==> src/rtl/pwrup_pkg.sv <==
package pwrup_pkg;

  typedef enum logic [1:0] {
    PH_OFF,
    PH_LOAD,
    PH_HOLD,
    PH_IDLE
  } phase_t;

  // Strobes from the sequencer to the register datapath
  typedef struct packed {
    logic loadDef;
    logic hostWr;
    logic hostRd;
  } dpCmd_t;

  // Default value of register i, computed rather than tabulated
  function automatic logic [31:0] defaultOf(input int unsigned i);
    return 32'h3C + 32'h25 * 32'(i);
  endfunction

endpackage

==> src/rtl/pwrup_ctrl.sv <==
module pwrup_ctrl
  import pwrup_pkg::*;
#(
  parameter int NREGS        = 4,
  parameter int PHASE_CYCLES = 137500,
  parameter int IW           = 2
) (
  input  logic          clk,
  input  logic          supplyGood,
  input  logic          wrStb,
  input  logic          rdStb,
  output logic          oscEn,
  output logic          ready,
  output dpCmd_t        cmd,
  output logic [IW-1:0] loadIdx
);

  localparam int CW = $clog2(PHASE_CYCLES + 1);
  localparam logic [CW-1:0] LAST_CNT = CW'(PHASE_CYCLES - 1);
  localparam logic [IW-1:0] LAST_IDX = IW'(NREGS - 1);

  phase_t        phase;
  logic [CW-1:0] cnt;
  logic [IW-1:0] idx;

  always_ff @(posedge clk or negedge supplyGood) begin
    if (!supplyGood) begin
      phase <= PH_OFF;
      cnt   <= '0;
      idx   <= '0;
    end else begin
      unique case (phase)
        PH_OFF: phase <= PH_LOAD;
        PH_LOAD: begin
          cnt <= cnt + 1'b1;
          if (idx == LAST_IDX) begin
            idx   <= '0;
            phase <= PH_HOLD;
          end else begin
            idx <= idx + 1'b1;
          end
        end
        PH_HOLD: begin
          cnt <= cnt + 1'b1;
          if (cnt == LAST_CNT) phase <= PH_IDLE;
        end
        PH_IDLE: phase <= PH_IDLE;
        default: phase <= PH_OFF;
      endcase
    end
  end

  assign oscEn       = (phase == PH_LOAD) || (phase == PH_HOLD);
  assign ready       = (phase == PH_IDLE);
  assign loadIdx     = idx;
  assign cmd.loadDef = (phase == PH_LOAD);
  assign cmd.hostWr  = ready && wrStb;
  assign cmd.hostRd  = rdStb;

  // power-off state is always followed by the enable bit
  assert_osc_start_R2: assert property (@(posedge clk) disable iff (!supplyGood)
    (!oscEn && !ready) |=> oscEn);

  // phase ends exactly on the terminal count
  assert_phase_end_R4: assert property (@(posedge clk) disable iff (!supplyGood)
    (oscEn && cnt == LAST_CNT) |=> (ready && !oscEn));

  // no early end of the phase
  assert_phase_hold_R4: assert property (@(posedge clk) disable iff (!supplyGood)
    (oscEn && cnt != LAST_CNT) |=> (oscEn && !ready));

  // ready is sticky while the supply is good
  assert_ready_sticky_R4: assert property (@(posedge clk) disable iff (!supplyGood)
    ready |=> ready);

endmodule

==> src/rtl/pwrup_dp.sv <==
module pwrup_dp
  import pwrup_pkg::*;
#(
  parameter int NREGS = 4,
  parameter int DW    = 8,
  parameter int AW    = 3,
  parameter int IW    = 2
) (
  input  logic             clk,
  input  logic             supplyGood,
  input  dpCmd_t           cmd,
  input  logic [IW-1:0]    loadIdx,
  input  logic             oscEn,
  input  logic [AW-1:0]    addr,
  input  logic [DW-1:0]    wrData,
  output logic [DW-1:0]    rdData,
  output logic [NREGS-1:0] initStb
);

  logic [NREGS-1:0][DW-1:0] regs;
  logic [DW-1:0]            rdMux;

  for (genvar i = 0; i < NREGS; i++) begin : g_reg
    localparam logic [DW-1:0] DEF = DW'(defaultOf(i));
    logic hit;
    assign hit        = cmd.loadDef && (loadIdx == IW'(i));
    assign initStb[i] = hit;

    always_ff @(posedge clk or negedge supplyGood) begin
      if (!supplyGood)                          regs[i] <= '0;
      else if (hit)                             regs[i] <= DEF;
      else if (cmd.hostWr && addr == AW'(i + 1)) regs[i] <= wrData;
    end
  end

  always_comb begin
    rdMux = '0;
    if (addr == '0) rdMux[0] = oscEn;
    for (int i = 0; i < NREGS; i++) begin
      if (addr == AW'(i + 1)) rdMux = regs[i];
    end
  end

  always_ff @(posedge clk or negedge supplyGood) begin
    if (!supplyGood)     rdData <= '0;
    else if (cmd.hostRd) rdData <= rdMux;
  end

  // at most one register loaded per cycle
  assert_onehot_R3: assert property (@(posedge clk) disable iff (!supplyGood)
    $onehot0(initStb));

  // registers move only on a default load or a permitted write
  assert_regs_hold_R5: assert property (@(posedge clk) disable iff (!supplyGood)
    (!cmd.loadDef && !cmd.hostWr) |=> $stable(regs));

  // read data holds without a read strobe
  assert_rd_hold_R9: assert property (@(posedge clk) disable iff (!supplyGood)
    !cmd.hostRd |=> $stable(rdData));

endmodule

==> src/rtl/pwrup_init_seq.sv <==
module pwrup_init_seq
  import pwrup_pkg::*;
#(
  parameter int CLK_KHZ  = 250000,
  parameter int PHASE_US = 550,
  parameter int NREGS    = 4,
  parameter int DW       = 8,
  parameter int AW       = $clog2(NREGS + 1)
) (
  input  logic             clk,
  input  logic             supplyGood,
  input  logic             wrStb,
  input  logic             rdStb,
  input  logic [AW-1:0]    addr,
  input  logic [DW-1:0]    wrData,
  output logic [DW-1:0]    rdData,
  output logic             oscEn,
  output logic             ready,
  output logic [NREGS-1:0] initStb
);

  localparam int PHASE_CYCLES = CLK_KHZ * PHASE_US / 1000;
  localparam int IW           = (NREGS > 1) ? $clog2(NREGS) : 1;

  dpCmd_t        cmd;
  logic [IW-1:0] loadIdx;

  pwrup_ctrl #(
    .NREGS(NREGS), .PHASE_CYCLES(PHASE_CYCLES), .IW(IW)
  ) u_ctrl (
    .clk(clk), .supplyGood(supplyGood), .wrStb(wrStb), .rdStb(rdStb),
    .oscEn(oscEn), .ready(ready), .cmd(cmd), .loadIdx(loadIdx)
  );

  pwrup_dp #(
    .NREGS(NREGS), .DW(DW), .AW(AW), .IW(IW)
  ) u_dp (
    .clk(clk), .supplyGood(supplyGood), .cmd(cmd), .loadIdx(loadIdx),
    .oscEn(oscEn), .addr(addr), .wrData(wrData), .rdData(rdData),
    .initStb(initStb)
  );

endmodule

==> config.mk <==
export PLATFORM = sky130hd
export DESIGN_NAME = pwrup_init_seq
export DESIGN_NICKNAME = d
export VERILOG_FILES = /design/src/rtl/pwrup_pkg.sv /design/src/rtl/pwrup_ctrl.sv /design/src/rtl/pwrup_dp.sv /design/src/rtl/pwrup_init_seq.sv
export SDC_FILE = /design/constraint.sdc
export NUM_CORES = 1
export LEC_CHECK = 0
export BUFFER_PORTS_ARGS = -buffer_cell sky130_fd_sc_hd__buf_2
export CAP_MARGIN = 0
export CORE_MARGIN = 2
export CORE_UTILIZATION = 63
export DETAILED_ROUTE_END_ITERATION = 6
export GPL_TIMING_DRIVEN = 0
export PLACE_DENSITY = 0.84
export SLEW_MARGIN = 20
export SYNTH_ARGS = -nofsm -noshare
export SYNTH_HDL_FRONTEND = slang
export SYNTH_SLANG_ARGS = --single-unit
==> constraint.sdc <==
create_clock -name clk -period 2.6 [get_ports clk]
set_input_delay 0.78 -clock clk [delete_from_list [all_inputs] [get_ports clk]]
set_output_delay 0.78 -clock clk [all_outputs]
set_load 0.01 [all_outputs]
; ---- Word-level counts from Yosys, hierarchy flattened
; Cells that the tools add are included.
[totals]
reg_bits = 62
wordCells = 59
[classes]
addsub = 2
n_eq_ne = 13
n_mux = 17
reduce_logical = 19
[ops]
columns = operator, n
row1 = $mux W8, 12
row2 = $add A18 B1 Y18 const B, 1
row3 = $eq A18 B18 Y1 const B, 1
row4 = $logic_and A1 B1 Y1, 9
row5 = $eq A2 B2 Y1 const B, 4
row6 = $pmux W2 S4, 1
row7 = $reduce_bool A2 Y1, 4
row8 = $eq A3 B2 Y1 const B, 2
row9 = $mux W2, 3
row10 = $eq A2 B1 Y1 const B, 2
row11 = $logic_not A2 Y1, 2
row12 = $eq A3 B1 Y1 const B, 1
row13 = $eq A3 B3 Y1 const B, 1
row14 = $logic_not A3 Y1, 1
row15 = $add A2 B1 Y2 const B, 1
row16 = $ne A2 B1 Y1 const B, 1
row17 = $ne A2 B2 Y1 const B, 1
row18 = $reduce_and A2 Y1, 1
row19 = $reduce_or A2 Y1, 1
row20 = $logic_or A1 B1 Y1, 1
row21 = $mux W1, 1

; ---- Depth between registers and ports, before layout
; Gate-level depths: netlist of the first run.
[depth]
word_depth = 7
ltp_mapped = 7
ltp_nobuf = 6

; ---- By module
; A second synthesis of the first run with hierarchy kept.
[unflattened]
cells_unflattened = 315
area_unflattened_um2 = 3051.7
[modules_own_cells]
columns = module, instances, cells_per_inst, area_each_um2, seq_area_each_um2
row1 = pwrup_dp, 1, 217, 1899.3, 1001.0
row2 = pwrup_ctrl, 1, 98, 1152.4, 550.5

; ---- Worst setup path before layout of the first run
; Ideal clock, no wire load.
[synth_path]
path_kind = register -> output
from = register u_ctrl.phase[1]
to = output initStb[1]
arrival_ps = 1147
setup_slack_ps = 673
stages_incl_launch_ff = 7
n_path_buf = 2
path_cell_list = dfrtp_1 inv_1 ha_1 buf_2 nand2_1 inv_1 buf_4
[synth_between]
elab_chain_cells = 2
[synth_lines]
columns = element, line_no
row1 = from (decl), pwrup_ctrl.sv:22  ; phase_t phase;
row2 = from (signal assigned), pwrup_ctrl.sv:28  ; phase <= PH_OFF;
row3 = from (signal assigned), pwrup_ctrl.sv:33  ; PH_OFF: phase <= PH_LOAD;
row4 = from (signal assigned), pwrup_ctrl.sv:38  ; phase <= PH_HOLD;
row5 = $eq A2 B1 Y1, pwrup_ctrl.sv:56  ; assign cmd.loadDef = (phase == PH_LOAD);
row6 = $logic_and A1 B1 Y1, pwrup_dp.sv:26  ; assign hit = cmd.loadDef && (loadIdx == IW'(i));
row7 = to (decl), pwrup_init_seq.sv:19  ; output logic [NREGS-1:0] initStb
; Every way passes these cells.

; ---- Final worst setup path of the first run
[layout_path]
from = register u_ctrl.phase[1]
to = output initStb[3]
; The elaborated chain is that of the path after synthesis.

==> flow_metrics.py, run 1 <==
metrics = {
    "yosys": {
        "synthCells": 285,
        "synthFlopType": "dfrtp_1",
        "async_reset_ff_share_pct": 100,
        "ys_seq_elements": 62,
        "synth_top_area_share_pct": 49.7,
        "ys_seq_area_share_pct": 49.7,
        "syn_nets": 309,
        "syn_avg_cell_area_um2": 11.0,
        "ys_warn_count": 0,
        "synthTopCellsByArea": "dfrtp_1, mux2i_1, nand2_1",
        "yosys.area.top_type": "dfrtp_1",
        "syn_area_um2": 3120,
        "synth_edf_count": 0,
        "ys_types": 38,
    },
    "floorplanning": {
        "die_x_um": 74.4,
        "ioPinCount": 29,
        "die_area_um2": 5540,
        "rows": 25,
        "fp.dieH_um": 74.4,
        "coreArea_um2": 4750,
        "start_util_pct": 65.7,
    },
    "layout": {
        "layout-drive-gt1-share_pct": 24.8,
        "postLayoutCellArea_um2": 3630,
        "layout.nets": 349,
        "n_antenna_cell": 0,
        "area_growth_pct": 16.2,
    },
    "clocking": {
        "cts_root_buffer": "clkbuf_8",
        "cts.sinks": 62,
        "h-tree-depth": 3,
        "cts.reportedPaths.clkPinSlew_ps": 70,
        "clk_path_buf_depth": 2,
        "ctsHoldBuffers": 0,
        "cts_tree": "done",
        "numCtsBuffers": 9,
        "clk-insertion-delay-late_ps": 340,
    },
    "route": {
        "vias": 2280,
        "firstDrtPassIters": 4,
        "vias_per_cell": 5.74,
        "postRouteAntennaNets": 0,
        "wire_per_inst_um": 15.8,
        "routed_wl_mm": 6.29,
        "post-route-drc-count": 0,
        "drt_iter0_drc": 187,
    },
    "placement": {
        "place_hpwl_mm": 4.37,
        "portBuffers": 27,
        "pre_cts_slack_ps": 353,
        "gp_congestion": 0.828,
        "placed_area_um2": 3340,
    },
    "hold_path": {
        "hp-class": "register to register",
        "min-delay-start": "u_ctrl.cnt[17]",
        "hold_depth": 1,
        "min_to": "u_ctrl.cnt[17]",
    },
    "global_routing": {
        "track_usage_pct": 25.8,
        "grt_overflow": 0,
        "grt_pass1_wl_mm": 10.4,
        "grt_use_met3_pct": 4.88,
        "use_met1_pct": 32.4,
        "busiest_layer": "met2",
        "antenna_found_initial": 0,
        "first_global_vias": 2251,
        "grt_max_degree": 63,
        "use_met2_pct": 41.4,
    },
    "timing": {
        "hold_viol_final": 0,
        "slew_headroom_pct": 49.4,
        "rsz0062_at_grt": "no",
        "finalCriticalPeriod_ps": 2470,
        "tightest_slew_ps": 760,
        "skew_ps": 7.69,
        "fin_ws_ps": 130,
        "period_share_pct": 95.0,
        "finalSetupViolCount": 0,
        "timing.hold.ws_ps": 470,
        "tns_ps": 0,
        "slew_viol_final": 0,
        "fmaxAchievable_mhz": 405,
    },
    "critical_path": {
        "r2r_start": "u_ctrl.phase[0]",
        "cp-end-kind": "primary output",
        "reg2reg_to": "u_ctrl.cnt[11]",
        "critPathLaunchType": "register",
        "critPathArrivalTime_ps": 1690,
        "cp_max_fo": 10,
        "startpoint": "u_ctrl.phase[1]",
        "path_class": "register to primary output",
        "ff2ff_path_depth": 7,
        "crit_required_ps": 1820,
        "reg2reg_slack_ps": 620,
    },
    "flow_run": {
        "maxCapViolations": 0,
    },
    "power": {
        "ir_drop_uv": 343,
        "p_per_area_nw_per_um2": 595,
        "p_leak_nw": 1.68,
    },
    "run_status": {
        "status": "completed",
    },
}
-- placed cells by master (no fill, tap or decap), types with 3 or more instances in the layout --
master,netlist,final
a21oi_1,4,4
a22oi_1,8,8
and3_1,5,5
buf_2,5,30
buf_4,6,9
bufinv_16,0,3
clkbuf_1,3,3
clkbuf_8,1,12
dfrtp_1,62,62
ha_1,9,9
inv_1,9,4
inv_2,0,5
mux2_2,8,8
mux2i_1,26,26
nand2_1,43,39
nand2_2,0,4
nand3_1,16,16
nand4_1,10,10
nor2_1,16,16
o211ai_1,7,7
o21a_1,7,7
xnor2_1,15,15
-- layer usage --
| layer | vias to the layer above | routed length, um |
|---|---|---|
| li1 | 1075 | - |
| met1 | 1118 | 2810 |
| met2 | 63 | 3010 |
| met3 | 24 | 243 |
| met4 | 0 | 231 |
| met5 | - | 0 |
-- flip-flops by register name (all words and copies together) (netlist names) --
name            cells
u_ctrl.cnt         18
u_ctrl.loadIdx      2
u_ctrl.phase        2
u_dp.rdData         8
u_dp.regs          32
-- synth_stat cells, types with 2 or more instances --
cell type and number:
ha_1 9, clkbuf_1 3, mux2i_1 26, and3_1 5, xnor2_1 15, a22oi_1 8
xor2_1 2, nand2_1 43, o21ai_0 2, mux2_2 8, o21a_1 7, nand3_1 16
nor2b_1 2, nand4_1 10, nor4b_1 2, buf_2 5, a21oi_1 4, inv_1 9
dfrtp_1 62, nor4b_4 2, o211ai_1 7, nor2_1 16, buf_4 6, buf_6 2
-- worst max-delay path: stages, from the launching register on --
cell and delay [ps]:
dfrtp_1 410, inv_2 80, ha_1 180, clkbuf_4 190, nand2_2 160, inv_2 80
buf_4 130, buf_2 130
-- cells by family after synthesis --
| group | count (synthesis) | share of synthesized area [%] |
|---|---|---|
| compound gates | 31 | 6.93 |
| xor+xnor | 17 | 4.77 |
| fa+ha+maj | 9 | 3.61 |
| buf+inv | 26 | 4.85 |
| flops | 62 | 49.7 |
| mux | 35 | 11.9 |
| simple gates | 105 | 18.2 |
-- metrics by stage --
| stage | util [%] | total power [mW] | cells |
|---|---|---|---|
| after CTS | 75.8 | 2.17 | 395 |
| after detailed placement | 70.3 | 1.11 | 379 |
| after floorplan | - | 1.05 | 285 |
| final | 76.3 | 2.16 | 397 |
| after global routing | 76.3 | 2.22 | 397 |
| after global placement | 70.3 | 1.11 | 379 |
-- power by group --
group | internal [mW] | switching (mW) | leakage, nW
sequential | 0.976 | 0.00608 | 0.757
clock | 0.689 | 0.376 | 0.122
combinational | 0.0440 | 0.0681 | 0.806
-- layout make-up --
class	instances	area, um2
Fill cell	330	1130
Multi-Input combinational cell	197	1430
Inverter	9	33.8
Timing Repair Buffer	29	153
Sequential cell	62	1550
Buffer	17	120
Tap cell	67	83.8
Clock inverter	5	105
Clock buffer	11	151
-- worst max-delay path by stage --
stage	to	slack, ps	depth (start not counted)
6_report	initStb[3]	130	7
5_1_grt	initStb[3]	30	7
4_1_cts	initStb[0]	10	7
3_5_place_dp	initStb[2]	350	7
3_3_place_gp	initStb[2]	380	7
2_1_floorplan	initStb[1]	670	6
-- repair_timing --
item	CTS	global route
setup endpoints to repair	3	4
resized for setup	3	7
pin swaps	0	0
setup buffers	0	2
Note: power is estimated with default switching activity, not from simulation.
==> run 2: changes to the inputs <==
- ABC_AREA: not set -> 1
==> run 2 against run 1 <==
Compared with the run above: global-route usage barely moved; via count up 11%; utilization fell by 1.3 points; non-clock buffer count is 10 lower; synthesized cell count is 32% higher; setup slack lost 54 ps; worst hold slack gained 12 ps; die area is 1.0% higher; sequential share of layout area rose by 0.46 points; flip-flop and latch count stayed put; clock power down 22%; critical endpoint unchanged.
==> flow_metrics.py, run 2 <==
metrics = {
    "run_status": {
        "status": "completed",
    },
    "route": {
        "vias_per_cell": 5.21,
        "vias": 2536,
        "drt_iter0_drc": 162,
        "routed_wl_mm": 6.36,
        "postRouteAntennaNets": 0,
        "firstDrtPassIters": 5,
        "wire_per_inst_um": 13.1,
        "post-route-drc-count": 0,
    },
    "clocking": {
        "h-tree-depth": 3,
        "cts_root_buffer": "clkbuf_8",
        "clk_path_buf_depth": 2,
        "clk-insertion-delay-late_ps": 340,
        "cts.sinks": 62,
        "numCtsBuffers": 9,
        "cts_setup_buffers": 0,
        "cts_tree": "done",
        "cts.reportedPaths.clkPinSlew_ps": 70,
    },
    "floorplanning": {
        "ioPinCount": 29,
        "die_x_um": 74.8,
        "die_area_um2": 5590,
        "rows": 25,
        "coreArea_um2": 4790,
        "fp.dieH_um": 74.8,
        "start_util_pct": 66.0,
    },
    "power": {
        "p_switching_mw": 0.466,
        "p_per_area_nw_per_um2": 534,
        "power_frac_seq_pct": 51.2,
        "ir_drop_uv": 383,
        "p_leak_nw": 1.84,
        "pwr-share-comb_pct": 5.1,
        "p_int_mw": 1.45,
        "p_clk_share_pct": 43.6,
        "netSwitchingFraction_pct": 24.3,
    },
    "timing": {
        "period_share_pct": 97.1,
        "slew_headroom_pct": 49.6,
        "fmaxAchievable_mhz": 396,
        "finalCriticalPeriod_ps": 2520,
        "slew_viol_final": 0,
        "hold_viol_final": 0,
        "fin_ws_ps": 76.2,
        "tightest_slew_ps": 756,
        "finalSetupViolCount": 0,
        "skew_ps": 6.36,
        "rsz0062_at_grt": "yes",
    },
    "yosys": {
        "ys_seq_elements": 62,
        "synthFlopType": "dfrtp_1",
        "ys_types": 30,
        "syn_avg_cell_area_um2": 8.40,
        "ys_seq_area_share_pct": 49.1,
        "ys_top_cells_by_count": "nand2_1, dfrtp_1, inv_1",
        "yosys.area.top_type": "dfrtp_1",
        "synthCells": 376,
        "syn_area_um2": 3160,
        "synth.most_common_cell": "nand2_1",
        "syn_nets": 400,
        "synthTopCellsByArea": "dfrtp_1, nand2_1, inv_1",
        "synth_edf_count": 0,
        "ys_warn_count": 0,
        "async_reset_ff_share_pct": 100,
        "synth_top_area_share_pct": 49.1,
    },
    "critical_path": {
        "cp_max_fo": 7,
        "crit_required_ps": 1820,
        "critPathLaunchType": "register",
        "critPathArrivalTime_ps": 1740,
        "path_class": "register to primary output",
        "cp-end-kind": "primary output",
    },
    "layout": {
        "postLayoutCellArea_um2": 3590,
        "utilization_pct": 75.0,
        "largest_reg_flops": 32,
        "regMostFlops": "u_dp.regs",
        "final_common_cell": "nand2_1",
        "final_cells": 487,
        "layout-drive-gt1-share_pct": 19.0,
        "area_growth_pct": 13.7,
        "n_antenna_cell": 0,
        "largestRegisters": "u_dp.regs (32), u_ctrl.cnt (18), u_dp.rdData (8)",
        "layout.nets": 439,
        "filler_cell_count": 369,
        "final_cell_mix": "nand2_1, dfrtp_1, inv_1",
    },
    "placement": {
        "place_hpwl_mm": 4.48,
        "portBuffers": 28,
        "gp_congestion": 0.858,
        "placed_cells": 471,
        "placed_area_um2": 3380,
        "pre_cts_slack_ps": 424,
    },
    "global_routing": {
        "grt_overflow": 0,
        "grt_max_degree": 63,
        "grt_pass1_wl_mm": 10.6,
        "first_global_vias": 2316,
        "antenna_found_initial": 0,
        "track_usage_pct": 25.9,
    },
    "hold_path": {
        "hp-class": "register to register",
    },
    "flow_run": {
        "maxCapViolations": 0,
    },
}
## run 2: logic make-up (layout without fill, tap and decap cells)
logic type	Yosys count	after routing	synth area share, %
xor gates and xnor gates	13	13	3.61
DFF	62	62	49.1
adders and majority gates	9	9	3.57
AOI/OAI and AO/OA	57	57	9.83
and+or+nand+nor	167	167	24.9
muxes	1	1	0.357
buffers and inverters	67	111	8.56
## run 2: final timing paths
kind / startpoint / endpoint / slack (ps) / cells past startpoint
worst max-delay path: u_ctrl.phase[1] / initStb[3] / 80 / 7
worst min-delay path: u_dp.rdData[0] / u_dp.rdData[0] / 480 / 2
worst max register to register: u_ctrl.phase[0] / u_ctrl.cnt[15] / 820 / 9
worst min register to register: u_dp.rdData[0] / u_dp.rdData[0] / 480 / 2
max in group asynchronous: supplyGood / u_dp.rdData[0] / 1590 / 1
min in group asynchronous: supplyGood / u_ctrl.cnt[1] / 510 / 1
## run 2: area by class of cell
cell class	count	area [um2]	area share, %
Sequential cell	62	1550	43.2
Multi-Input combinational cell	247	1340	37.4
Inverter	59	221	6.17
Timing Repair Buffer	28	143	3.97
Clock buffer	9	124	3.45
Tap cell	67	83.8	2.34
Clock inverter	7	75.1	2.09
Buffer	8	48.8	1.36
## run 2: routing by layer
metal	vias up	part of all wire, %	track usage [%]
met1	1174	47	36.2
met3	14	5.7	6.29
met5	-	0	0
li1	1261	-	-
met2	87	46	39.6
met4	0	2.2	9.52
## run 2: power groups by stage
| stage | clock network [mW] | logic (mW) | registers (mW) |
|---|---|---|---|
| after floorplan | 0 | 0.0317 | 1.01 |
| after global placement | 0 | 0.0962 | 1.00 |
| after detailed placement | 0 | 0.0985 | 1.00 |
| after CTS | 0.842 | 0.0996 | 0.981 |
| after global routing | 0.890 | 0.112 | 0.982 |
| final | 0.836 | 0.0984 | 0.981 |
## run 2: through the flow
stage                     power (mW)  setup TNS, ps  hold slack, ps
final                           1.92              0             482
after global routing            1.98          -33.4             497
after CTS                       1.92              0             486
after detailed placement        1.10              0             469
after global placement          1.10              0             457
after floorplan                 1.04              0             442
## run 2: critical path: stages (launching register included)
cell	delay, ps
dfrtp_1	390
inv_1	80
ha_1	170
clkbuf_2	160
nand2_1	230
inv_2	110
buf_4	140
buf_2	130
## run 2: what timing repair did
item | CTS | global route
setup endpoints to repair | 0 | 4
hold buffers | 0 | 0
resized for setup | 0 | 4
